<file path="config.mk">
export PLATFORM = sky130hd
export DESIGN_NAME = smb_cfg_slave
export DESIGN_NICKNAME = d
export VERILOG_FILES = /design/src/rtl/smb_cfg_pkg.sv /design/src/rtl/smb_line_mon.sv /design/src/rtl/smb_proto_fsm.sv /design/src/rtl/smb_reg_file.sv /design/src/rtl/smb_cfg_slave.sv
export SDC_FILE = /design/constraint.sdc
export NUM_CORES = 1
export LEC_CHECK = 0
export BUFFER_PORTS_ARGS = -buffer_cell sky130_fd_sc_hd__buf_2
export CAP_MARGIN = 20
export CELL_PAD_IN_SITES_DETAIL_PLACEMENT = 1
export CELL_PAD_IN_SITES_GLOBAL_PLACEMENT = 1
export CORE_ASPECT_RATIO = 0.75
export CORE_MARGIN = 5
export CORE_UTILIZATION = 42
export DETAILED_ROUTE_END_ITERATION = 12
export PLACE_DENSITY_LB_ADDON = 0.08
export SLEW_MARGIN = 20
export SYNTH_ARGS = -nofsm -noshare
export SYNTH_HDL_FRONTEND = slang
export SYNTH_SLANG_ARGS = --single-unit
</file>
<file path="constraint.sdc">
create_clock -name clk_i -period 2.8 [get_ports clk_i]
set_input_delay 0.28 -clock clk_i [delete_from_list [all_inputs] [get_ports clk_i]]
set_output_delay 0.28 -clock clk_i [all_outputs]
set_load 0.1 [all_outputs]
</file>
<file path="src/rtl/smb_cfg_pkg.sv">
package smb_cfg_pkg;
  localparam int STRAP_W = 5;
  localparam logic [3:0] VENDOR_ID = 4'h8;

  typedef enum logic [2:0] {
    ST_IDLE, ST_ADDR, ST_CMD, ST_WCNT, ST_WDAT, ST_RD
  } st_e;

  function automatic logic [7:0] reg_default(int idx);
    case (idx)
      1:       return 8'hFF;
      2:       return 8'h7F;
      3:       return 8'hEB;
      8:       return 8'h3E;
      15:      return 8'h03;
      default: return 8'h00;
    endcase
  endfunction

  // bits supplied from outside the store
  function automatic logic [7:0] ro_mask(int idx);
    case (idx)
      5:       return 8'hF8;
      6:       return 8'h0F;
      default: return 8'h00;
    endcase
  endfunction

  function automatic logic [7:0] live_val(int idx, logic [STRAP_W-1:0] s);
    case (idx)
      5:       return {s, 3'b000};
      6:       return {4'h0, VENDOR_ID};
      default: return 8'h00;
    endcase
  endfunction
endpackage

</file>
<file path="src/rtl/smb_line_mon.sv">
module smb_line_mon (
  input  logic clk_i,
  input  logic rst_ni,
  input  logic scl_i,
  input  logic sda_i,
  output logic rise_o,
  output logic fall_o,
  output logic start_o,
  output logic stop_o
);
  logic scl_q, sda_q;

  always_ff @(posedge clk_i or negedge rst_ni) begin
    if (!rst_ni) begin
      scl_q <= 1'b1;
      sda_q <= 1'b1;
    end else begin
      scl_q <= scl_i;
      sda_q <= sda_i;
    end
  end

  assign rise_o  = scl_i & ~scl_q;
  assign fall_o  = ~scl_i & scl_q;
  assign start_o = scl_i & scl_q & sda_q & ~sda_i;
  assign stop_o  = scl_i & scl_q & ~sda_q & sda_i;
endmodule

</file>
<file path="src/rtl/smb_proto_fsm.sv">
module smb_proto_fsm
  import smb_cfg_pkg::*;
#(
  parameter logic [6:0] ADDR7 = 7'h69,
  parameter int         NREG  = 18,
  parameter int         PW    = 7
) (
  input  logic          clk_i,
  input  logic          rst_ni,
  input  logic          start_i,
  input  logic          stop_i,
  input  logic          rise_i,
  input  logic          fall_i,
  input  logic          sda_i,
  output logic          sda_oe_o,
  output logic          wr_stb_o,
  output logic [PW-1:0] wr_addr_o,
  output logic [7:0]    wr_data_o,
  output logic [PW-1:0] rd_addr_o,
  input  logic [7:0]    rd_data_i
);
  localparam logic [PW-1:0] NREG_P = PW'(NREG);
  localparam logic [7:0]    CNT_B  = 8'(NREG);

  st_e           state_q;
  logic [7:0]    sh_q, tx_q;
  logic [3:0]    bcnt_q;
  logic          ackph_q, oe_q, blk_q, cnt_done_q;
  logic [PW-1:0] ptr_q, ptr_inc;
  logic          stb_q;
  logic [PW-1:0] waddr_q;
  logic [7:0]    wdata_q;
  logic [7:0]    nxt;
  logic          nxt_is_cnt;

  always_comb begin
    nxt_is_cnt = blk_q & ~cnt_done_q;
    nxt        = nxt_is_cnt ? CNT_B : rd_data_i;
    ptr_inc    = (ptr_q == '1) ? ptr_q : ptr_q + 1'b1;
  end

  always_ff @(posedge clk_i or negedge rst_ni) begin
    if (!rst_ni) begin
      state_q    <= ST_IDLE;
      sh_q       <= '0;
      tx_q       <= '0;
      bcnt_q     <= '0;
      ackph_q    <= 1'b0;
      oe_q       <= 1'b0;
      blk_q      <= 1'b0;
      cnt_done_q <= 1'b0;
      ptr_q      <= '0;
      stb_q      <= 1'b0;
      waddr_q    <= '0;
      wdata_q    <= '0;
    end else begin
      stb_q <= 1'b0;
      if (start_i) begin
        state_q <= ST_ADDR;
        bcnt_q  <= '0;
        ackph_q <= 1'b0;
        oe_q    <= 1'b0;
      end else if (stop_i) begin
        state_q <= ST_IDLE;
        ackph_q <= 1'b0;
        oe_q    <= 1'b0;
      end else if (state_q != ST_IDLE) begin
        if (rise_i) begin
          if (state_q == ST_RD) begin
            if (ackph_q) begin
              if (sda_i) begin       // host NACK ends the read
                state_q <= ST_IDLE;
                oe_q    <= 1'b0;
              end
            end else begin
              bcnt_q <= bcnt_q + 1'b1;
            end
          end else if (!ackph_q) begin
            sh_q   <= {sh_q[6:0], sda_i};
            bcnt_q <= bcnt_q + 1'b1;
          end
        end else if (fall_i) begin
          if (state_q == ST_RD) begin
            if (ackph_q) begin
              tx_q    <= nxt;
              oe_q    <= ~nxt[7];
              bcnt_q  <= '0;
              ackph_q <= 1'b0;
              if (nxt_is_cnt) cnt_done_q <= 1'b1;
              else            ptr_q      <= ptr_inc;
            end else if (bcnt_q == 4'd8) begin
              oe_q    <= 1'b0;
              ackph_q <= 1'b1;
            end else begin
              oe_q <= ~tx_q[6];
              tx_q <= {tx_q[6:0], 1'b0};
            end
          end else if (ackph_q) begin
            oe_q    <= 1'b0;
            ackph_q <= 1'b0;
            bcnt_q  <= '0;
          end else if (bcnt_q == 4'd8) begin
            ackph_q <= 1'b1;
            oe_q    <= 1'b1;
            unique case (state_q)
              ST_ADDR: begin
                if (sh_q[7:1] == ADDR7) begin
                  state_q <= sh_q[0] ? ST_RD : ST_CMD;
                end else begin
                  state_q <= ST_IDLE;
                  ackph_q <= 1'b0;
                  oe_q    <= 1'b0;
                end
              end
              ST_CMD: begin
                blk_q      <= ~sh_q[7];
                ptr_q      <= sh_q[7] ? sh_q[PW-1:0] : '0;
                cnt_done_q <= 1'b0;
                state_q    <= sh_q[7] ? ST_WDAT : ST_WCNT;
              end
              ST_WCNT: state_q <= ST_WDAT;
              ST_WDAT: begin
                if (ptr_q < NREG_P) begin
                  stb_q   <= 1'b1;
                  waddr_q <= ptr_q;
                  wdata_q <= sh_q;
                end
                ptr_q <= ptr_inc;
              end
              default: ;
            endcase
          end
        end
      end
    end
  end

  assign sda_oe_o  = oe_q;
  assign wr_stb_o  = stb_q;
  assign wr_addr_o = waddr_q;
  assign wr_data_o = wdata_q;
  assign rd_addr_o = ptr_q;


  idle_release_chk: assert property (@(posedge clk_i) disable iff (!rst_ni)
    (state_q == ST_IDLE) |-> !oe_q);

  stb_pulse_chk: assert property (@(posedge clk_i) disable iff (!rst_ni)
    stb_q |=> !stb_q);

  stb_range_chk: assert property (@(posedge clk_i) disable iff (!rst_ni)
    stb_q |-> (waddr_q < NREG_P));
endmodule

</file>
<file path="src/rtl/smb_reg_file.sv">
module smb_reg_file
  import smb_cfg_pkg::*;
#(
  parameter int NREG = 18,
  parameter int PW   = 7
) (
  input  logic               clk_i,
  input  logic               rst_ni,
  input  logic               we_i,
  input  logic [PW-1:0]      waddr_i,
  input  logic [7:0]         wdata_i,
  input  logic [PW-1:0]      raddr_i,
  output logic [7:0]         rdata_o,
  input  logic [STRAP_W-1:0] strap_i,
  output logic [NREG*8-1:0]  cfg_o
);
  logic [7:0] view [NREG];

  for (genvar g = 0; g < NREG; g++) begin : g_reg
    localparam logic [7:0] RO  = ro_mask(g);
    localparam logic [7:0] DEF = reg_default(g);
    logic [7:0] q;

    always_ff @(posedge clk_i or negedge rst_ni) begin
      if (!rst_ni)                                q <= DEF;
      else if (we_i && (waddr_i == PW'(g)))       q <= (q & RO) | (wdata_i & ~RO);
    end

    assign view[g]          = (q & ~RO) | (live_val(g, strap_i) & RO);
    assign cfg_o[g*8 +: 8]  = view[g];


    ro_hold_chk: assert property (@(posedge clk_i) disable iff (!rst_ni)
      $stable(q & RO));
  end

  always_comb begin
    rdata_o = 8'h00;
    for (int i = 0; i < NREG; i++)
      if (raddr_i == PW'(i)) rdata_o = view[i];
  end
endmodule

</file>
<file path="src/rtl/smb_cfg_slave.sv">
module smb_cfg_slave
  import smb_cfg_pkg::*;
#(
  parameter logic [6:0] ADDR7 = 7'h69,
  parameter int         NREG  = 18,
  parameter int         PW    = 7
) (
  input  logic               clk_i,
  input  logic               rst_ni,
  input  logic               scl_i,
  input  logic               sda_i,
  output logic               sda_oe_o,
  input  logic [STRAP_W-1:0] strap_i,
  output logic               wr_stb_o,
  output logic [PW-1:0]      wr_addr_o,
  output logic [7:0]         wr_data_o,
  output logic [NREG*8-1:0]  cfg_o
);
  logic          rise, fall, start, stop;
  logic [PW-1:0] rd_addr;
  logic [7:0]    rd_data;

  smb_line_mon u_mon (
    .clk_i, .rst_ni, .scl_i, .sda_i,
    .rise_o(rise), .fall_o(fall), .start_o(start), .stop_o(stop)
  );

  smb_proto_fsm #(.ADDR7(ADDR7), .NREG(NREG), .PW(PW)) u_fsm (
    .clk_i, .rst_ni,
    .start_i(start), .stop_i(stop), .rise_i(rise), .fall_i(fall), .sda_i,
    .sda_oe_o, .wr_stb_o, .wr_addr_o, .wr_data_o,
    .rd_addr_o(rd_addr), .rd_data_i(rd_data)
  );

  smb_reg_file #(.NREG(NREG), .PW(PW)) u_regs (
    .clk_i, .rst_ni,
    .we_i(wr_stb_o), .waddr_i(wr_addr_o), .wdata_i(wr_data_o),
    .raddr_i(rd_addr), .rdata_o(rd_data), .strap_i, .cfg_o
  );


  oe_scl_low_chk: assert property (@(posedge clk_i) disable iff (!rst_ni)
    ($rose(sda_oe_o) || $fell(sda_oe_o)) |-> !scl_i);
endmodule

</file>
## After elaboration in Yosys (flattened, before gate mapping)

Cells that the tools add are included.

- $lt $le $gt $ge: 1
- Add/subtract/negate cells: 2
- Muxes and demuxes: 92
- Bitwise gates (word level): 24
- Equal/unequal tests: 55
- Reduce and logical (&&, ||, !) cells: 43

Operators by type and width:

| kind | number |
|---|---|
| 8-bit two-way mux | 19 |
| 7-bit by 4-bit == test with 1-bit output, second input constant | 16 |
| 7-bit two-way mux | 9 |
| 7-bit by 3-bit == test with 1-bit output, second input constant | 8 |
| 3-bit two-way mux | 14 |
| 1-bit two-way mux | 41 |
| 10-bit AND reduction | 3 |
| 7-bit by 2-bit == test with 1-bit output, second input constant | 4 |
| 7-bit by 5-bit == test with 1-bit output, second input constant | 4 |
| 4-bit two-way mux | 7 |
| 1-bit logical AND | 18 |
| 9-bit AND reduction | 2 |
| 3-bit nonzero test | 6 |
| 7-bit by 1-bit == test with 1-bit output, second input constant | 2 |
| 7-bit == test, second input constant | 2 |
| 7-bit zero test | 2 |
| 7-bit case mux with 2 select lines | 1 |
| 1-bit inverter | 13 |
| 6-bit AND reduction | 2 |
| 3-bit case mux with 3 select lines | 1 |
| 1-bit AND | 8 |
| 2-bit inequality test, second input constant | 4 |
| 4-bit by 1-bit inequality test with 1-bit output, second input constant | 2 |
| 4-bit inequality test, second input constant | 2 |
| other kinds (21) | 27 |

- Logic and storage cells: 249
- Input bits: 9
- Output and inout port bits: 161
- Bits in registers: 195

## Longest topological paths before layout

Gate-level depths: netlist of run 1.

- Depth after elaboration: 28
- Mapped depth: 11

## By module

From an unflattened synthesis of run 1, not the netlist that was laid out.

- Cell total of the unflattened synthesis: 805
- Area total of the unflattened synthesis: 9504.1 um2

Modules (own cells, without submodules):

| module | area an instance (um2) | instances | sequential area each (um2) | cells an instance |
|---|---|---|---|---|
| smb_reg_file | 6780.3 | 1 | 3413.3 | 547 |
| smb_proto_fsm | 2638.8 | 1 | 1226.2 | 252 |
| smb_line_mon | 85.1 | 1 | 52.6 | 6 |

## Least setup slack after synthesis of run 1

OpenSTA, ideal clock, no wires.

- Path kind: reg-to-reg
- Start point: register u_fsm.waddr_q[4] (netlist: u_fsm.wr_addr_o[4])
- End point: register u_regs.g_reg[4].q[0]
- Arrival time: 2.526 ns
- Setup time: 0.126 ns
- Stages on the path, launching flop included: 6
- Period minus slack after synthesis: 2.652 ns
- Buffers on the path: 1
- Path slack: 0.148 ns
- Path through: dfrtp_1 clkbuf_1 nor3_1 or3b_2 nor3_2 mux2_2

- Word-level cells in the longest chain between the ends: 2

Ends and longest elaborated chain:

| what | RTL line | source |
|---|---|---|
| start: declaration | smb_proto_fsm.sv:31 | `logic [PW-1:0] waddr_q;` |
| start signal: assignment | smb_proto_fsm.sv:125 | `waddr_q <= ptr_q;` |
| 7-bit by 3-bit == test with 1-bit output | smb_reg_file.sv:26 | `else if (we_i && (waddr_i == PW'(g))) q <= (q & RO) \| (wdata_i & ~RO);` |
| 1-bit logical AND | smb_reg_file.sv:26 |  |
| end signal: assignment | smb_reg_file.sv:26 |  |
| end: declaration | smb_reg_file.sv:22 | `logic [7:0] q;` |

Every way passes these cells.
A chain may end at the register's enable or synchronous reset.

## Worst setup path in the final report of run 1

- Start point: register u_fsm.ptr_q[6] (netlist: u_fsm.rd_addr_o[6])
- End point: register u_fsm.tx_q[4]

- Word-level cells in the longest chain between the ends: 21
- Elaborated cells between the ends (all ways): 38

Ends and longest elaborated chain:

| what | RTL line | source |
|---|---|---|
| start: declaration | smb_proto_fsm.sv:29 | `logic [PW-1:0] ptr_q, ptr_inc;` |
| start signal: assignment | smb_proto_fsm.sv:90 | `else ptr_q <= ptr_inc;` |
| start signal: assignment | smb_proto_fsm.sv:117 | `ptr_q <= sh_q[7] ? sh_q[PW-1:0] : '0;` |
| start signal: assignment | smb_proto_fsm.sv:128 | `ptr_q <= ptr_inc;` |
| 7-bit zero test | smb_reg_file.sv:40 | `if (raddr_i == PW'(i)) rdata_o = view[i];` |
| 8-bit two-way mux (17 in series) | smb_reg_file.sv:40 |  |
| 8-bit two-way mux * | smb_reg_file.sv:40 |  |
| 8-bit two-way mux * | smb_proto_fsm.sv:38 | `nxt = nxt_is_cnt ? CNT_B : rd_data_i;` |
| 7-bit two-way mux * | smb_proto_fsm.sv:84 | `if (ackph_q) begin` |
| end signal: assignment | smb_proto_fsm.sv:85 | `tx_q <= nxt;` |
| end signal: assignment | smb_proto_fsm.sv:96 | `tx_q <= {tx_q[6:0], 1'b0};` |
| end: declaration | smb_proto_fsm.sv:26 | `logic [7:0] sh_q, tx_q;` |

Every way passes the cells marked *; elsewhere a longest branch is shown, timed or not.

==> flow_summary.toml, run 1 <==
[detailed_routing]
routed_wl_um = 35900
via_count = 8268
ant_nets = 0
drc_errors = 0
wl_per_cell_um = 26.1
firstDrtPassIters = 5
avgViaCountPerCell = 6.00
drtIter0Drc = 763

[pwr]
swShare_pct = 26.8
p_seq_share_pct = 50.9
peakVddDrop_v = 0.000440
power_switching_w = 0.00147
internal_power_w = 0.00401
power-per-cell-area_mw_per_mm2 = 468
comb_power_share_pct = 5.6
clockPowerShare_pct = 43.5
p_leak_nw = 5.90

[timing]
worst_slew_pin_slew_ps = 687
finalMaxSlewViolations = 0
final.setup.tns_ps = 0
grt_setup_unrepaired = "false"
fin_hold_ws_ps = 412
skew_ps = 18.0
fmax_ghz = 0.375
hold_violations = 0
maxSlewHeadroom_pct = 54.2
setup_ws_ps = 130
setup_viol = 0
post-route-min-period_ps = 2670
fin_crit_sh_pct = 95.3

[placed_design]
place_congestion = 0.920
pre_cts_ws_ps = 76.6
post-place-cells = 1341
post-dp-hpwl_um = 26900
port_buffers = 165

[clock_tree]
cts_buffer_depth = 2
cts_root_buf = "clkbuf_16"
htreeDepth = 4
cts_made_buffers = 17
cts_tree = "built"
clock_sinks = 186
clk_pin_slew_worst_paths_ps = 80
clk_latency_ps = 450

[layout]
final_layout_size_suffix_gt1_share_pct = 43.6
syn2layout_area_growth_pct = 20.9
final-instance-count-excl-fill = 1378
diodes = 0
n_fill_cell = 2569
nets = 1085

[global_routing]
overflow = 0
grt_first_pass_wirelength_um = 54700
grt_max_degree = 77
antenna_found_initial = 1
track_usage_pct = 27.7
grt_pass1_vias = 8430

[yosys]
synth-seq-cells = 186
synth_area_mm2 = 0.00967
avgSynthCellArea_um2 = 11.1
synth_cell_types = 85
yosys_warnings = 0
syn_inst = 871
synth_edf_count = 0
ys_seq_area_share_pct = 48.5
synth_async_sr_flop_share_pct = 100
ys.flop_type = "dfrtp_1"

[setup_path]
critPathKind = "flop to flop"
endpoint_kind = "flop"
worstSetupStartpointType = "flop"
crit_arrival_ps = 3010
required_ps = 3150
cp_max_fo = 13

[floorplanning]
initial_core_util_pct = 42.4
die_area_mm2 = 0.0262
dieHeight_um = 141
chipWidth_um = 185
ios = 170
row_count = 48
core_mm2 = 0.0228

[worst_hold_path]
holdCritPathClass = "input port to asynchronous set/reset pin"

[run_status]
outcome = "complete, no violations"

[run]
cap_violations = 0
==> state kept, by name, summed over array words and instances, names as in the netlist <==
signal,flops
u_fsm.bcnt_q,4
u_mon.scl_q,1
u_fsm.state_q,3
u_mon.sda_q,1
u_fsm.wr_addr_o,7
u_fsm.ackph_q,1
u_fsm.sh_q,8
u_fsm.blk_q,1
u_regs.g.q,135
u_fsm.sda_oe_o,1
u_fsm.wr_data_o,8
u_fsm.rd_addr_o,7
u_fsm.cnt_done_q,1
u_fsm.tx_q,7
u_fsm.wr_stb_o,1
==> per-layer routing <==
| layer | GRT usage, % | up-vias | wire [µm] |
|---|---|---|---|
| met3 | 5.36 | 26 | 2270 |
| li1 | - | 3652 | - |
| met2 | 41.3 | 329 | 15800 |
| met5 | 0 | - | 0 |
| met1 | 42.3 | 4261 | 17500 |
| met4 | 5.17 | 0 | 376 |
==> cell usage in the layout, fill, tap and decap left out, types with 12 or more instances in the layout <==
master / count
buf_2: 164
a221oi_1: 16
and3_1: 12
a31oi_1: 15
mux2_2: 154
dfrtp_1: 156
o21ai_0: 47
nand2_1: 68
dfstp_2: 30
nor3_1: 21
a21oi_1: 24
clkbuf_16: 17
nand3_1: 24
buf_4: 58
nor2_1: 52
o211ai_1: 12
==> cell type report <==
cell class	count	area (µm²)	share of cell area, %
Clock buffer	18	439	3.76
Clock inverter	14	126	1.08
Sequential cell	186	4690	40.1
Timing Repair Buffer	228	1340	11.5
Inverter	11	41.3	0.353
Tap cell	300	375	3.21
Multi-Input combinational cell	621	4670	40.0
==> Yosys cell counts (12+ instances only) <==
cell type	instances	area (µm²)
dfstp_2	30	788
a31oi_1	15	93.8
mux2_2	154	1730
nand2_1	68	255
clkbuf_1	33	124
a221oi_1	16	140
o211ai_1	12	90.1
nor2_1	52	195
dfrtp_1	156	3900
a21oi_1	24	120
nor3_1	21	105
o21ai_0	48	240
nand3_1	24	120
and3_1	13	81.3
==> critical path, cell delays in order, from the launching register on <==
cell	delay, ps
dfrtp_1	570
nor4b_4	620
and2_1	400
buf_4	200
nor3_1	70
nor4_1	280
a21oi_1	170
a211oi_1	260
==> worst paths after layout <==
| kind | startpoint | to | slack (ps) | cells after the start |
|---|---|---|---|---|
| setup reg to reg | u_fsm.rd_addr_o[6] | u_fsm.tx_q[4] | 130 | 7 |
| hold / removal | rst_ni | u_regs.g_reg[0].q[7] | 410 | 2 |
| setup / recovery | u_fsm.rd_addr_o[6] | u_fsm.tx_q[4] | 130 | 7 |
| hold reg to reg | u_fsm.blk_q | u_fsm.blk_q | 500 | 2 |
| max in group asynchronous | rst_ni | u_mon.sda_q | 1610 | 3 |
| min in group clk_i | strap_i[1] | u_fsm.tx_q[4] | 440 | 3 |
==> power groups by stage <==
stage	registers (W)	clock network [W]	logic [W]
after floorplan	0.00284	0	0.000166
after global placement	0.00284	0	0.000300
after CTS	0.00278	0.00243	0.000309
after detailed placement	0.00284	0	0.000305
after global routing	0.00279	0.00255	0.000338
final	0.00278	0.00238	0.000306
==> stage by stage <==
stage                     total power [W]  utilization, %  area, µm²
after global routing              0.00568            51.2      11700
after detailed placement          0.00314            48.5      11100
final                             0.00548            51.2      11700
after global placement            0.00314            48.5      11100
after floorplan                   0.00301               -       9670
after CTS                         0.00553            51.1      11700
==> timing repair <==
item / CTS / global route
setup endpoints to repair: 0 / 7
hold buffers: 3 / 0
hold endpoints to repair: 67 / 0
resized for setup: 0 / 3
setup buffers: 0 / 2
==> kinds of logic (layout without fill, tap and decap cells) <==
| group | count (synthesis) | after routing | share of synthesized area [%] |
|---|---|---|---|
| flops | 186 | 186 | 48.5 |
| simple gates | 266 | 266 | 15.1 |
| buf+inv | 66 | 271 | 3.21 |
| other cells | 2 | 4 | 0.0777 |
| xor+xnor | 2 | 2 | 0.181 |
| fa+ha+maj | 11 | 11 | 1.42 |
| compound gates | 184 | 184 | 13.5 |
| mux | 154 | 154 | 17.9 |
Power figures use the tool's default switching activity.
==> run 2: changes to the inputs <==
--- a/config.mk
+++ b/config.mk
@@ -11,7 +11,7 @@
 export CELL_PAD_IN_SITES_GLOBAL_PLACEMENT = 1
 export CORE_ASPECT_RATIO = 0.75
 export CORE_MARGIN = 5
-export CORE_UTILIZATION = 42
+export CORE_UTILIZATION = 44
 export DETAILED_ROUTE_END_ITERATION = 12
 export PLACE_DENSITY_LB_ADDON = 0.08
 export SLEW_MARGIN = 20
==> flow_summary.toml, run 2 (synthesis results as in run 1) <==
[timing]
worst_slew_pin_slew_ps = 639
fmax_ghz = 0.372
hold_violations = 0
final.setup.tns_ps = 0
maxSlewHeadroom_pct = 57.2
skew_ps = 15.2
finalMaxSlewViolations = 0
grt_setup_unrepaired = "false"
fin_hold_ws_ps = 420
setup_ws_ps = 113
post-route-min-period_ps = 2690
setup_viol = 0
fin_crit_sh_pct = 96.0

[floorplanning]
core_mm2 = 0.0218
ios = 170
initial_core_util_pct = 44.3
row_count = 47
dieHeight_um = 138
die_area_mm2 = 0.0251
chipWidth_um = 181

[detailed_routing]
drtIter0Drc = 805
via_count = 8313
ant_nets = 0
wl_per_cell_um = 26.2
routed_wl_um = 35900
drc_errors = 0
avgViaCountPerCell = 6.07
firstDrtPassIters = 6

[global_routing]
grt_max_degree = 74
antenna_found_initial = 4
grt_pass1_vias = 8545
grt_first_pass_wirelength_um = 55100
track_usage_pct = 28.4
overflow = 0

[worst_hold_path]
holdCritPathClass = "input port to asynchronous set/reset pin"

[layout]
n_fill_cell = 2378
syn2layout_area_growth_pct = 20.8
mostFrequentLayoutCells = "164 x buf_2, 154 x mux2_2, 152 x dfrtp_1, 68 x nand2_1, 57 x buf_4"
nets = 1083
final_layout_size_suffix_gt1_share_pct = 44.0
diodes = 0
largest_register_ffs = 135
final_cell_area_mm2 = 0.0117
layout_commonest_cell = "buf_2"
top_register = "u_regs.g.q"

[placed_design]
postPlaceCellArea_mm2 = 0.0111
pre_cts_ws_ps = -98.8
port_buffers = 165
post-dp-hpwl_um = 26600
place_congestion = 0.912

[pwr]
power.total_w = 0.00550
peakVddDrop_v = 0.000428
p_leak_nw = 5.89
power-per-cell-area_mw_per_mm2 = 471

[run]
cap_violations = 0

[clock_tree]
clock_sinks = 186
cts_root_buf = "clkbuf_16"
cts_buffer_depth = 2
clk_pin_slew_worst_paths_ps = 80
clk_latency_ps = 450
cts_tree = "built"
cts_made_buffers = 17
htreeDepth = 4

[run_status]
outcome = "complete, no violations"

[setup_path]
crit_arrival_ps = 2990
worstSetupStartpointType = "flop"
cp_max_fo = 14
required_ps = 3100
critPathKind = "flop to flop"
endpoint_kind = "flop"
[run 2: path summary, 6_finish.rpt]
check,slack [ps],to,startpoint,depth (start not counted)
max reg2reg,110,u_fsm.tx_q[1],u_fsm.rd_addr_o[5],8
min,420,u_regs.g_reg[0].q[2],rst_ni,2
max,110,u_fsm.tx_q[1],u_fsm.rd_addr_o[5],8
min reg2reg,510,u_fsm.blk_q,u_fsm.blk_q,2
min in group clk_i,510,u_fsm.blk_q,u_fsm.blk_q,2
max in group asynchronous,1500,u_mon.sda_q,rst_ni,3
[run 2: cell type report]
class	count	area, µm²	share of cell area, %
sequential	186	4700	40.2
timing repair buffer	226	1310	11.2
multi-input combinational	621	4690	40.1
clock buffer	19	443	3.79
tap	294	368	3.15
inverter	11	41.3	0.354
clock inverter	13	131	1.12
[run 2: through the flow]
step / cells / utilization, %
3_5_place_dp: 1335 / 50.7
6_report: 1370 / 53.5
5_1_grt: 1370 / 53.5
2_1_floorplan: 873 / -
3_3_place_gp: 1335 / 50.7
4_1_cts: 1370 / 53.4
[run 2: critical path: stages, from the launching register on]
cell and delay, ps:
dfrtp_2 510, buf_4 190, or4b_1 580, nor2_2 310
nor2_1 190, a31oi_1 200, o21ai_0 140, o211ai_1 320
a221oi_2 120
[run 2: timing repair]
action / in CTS / in global routing
hold endpoints to repair: 58 / 0
setup buffers: 0 / 0
setup endpoints to repair: 1 / 6
hold buffers: 3 / 0
gates resized for setup: 2 / 8
[run 2: report_power, final]
| part | switching (W) | internal, W |
|---|---|---|
| Sequential | 0.0000560 | 0.00273 |
| Combinational | 0.000226 | 0.0000812 |
| Clock | 0.00120 | 0.00121 |
| Total | 0.00148 | 0.00402 |
[run 2: routing by layer]
metal	up-vias	global-route usage (%)	routed length (µm)
met4	2	7.07	692
met1	4290	43.0	17000
met2	342	42.3	15700
met5	-	0	12
li1	3624	-	-
met3	55	5.38	2560
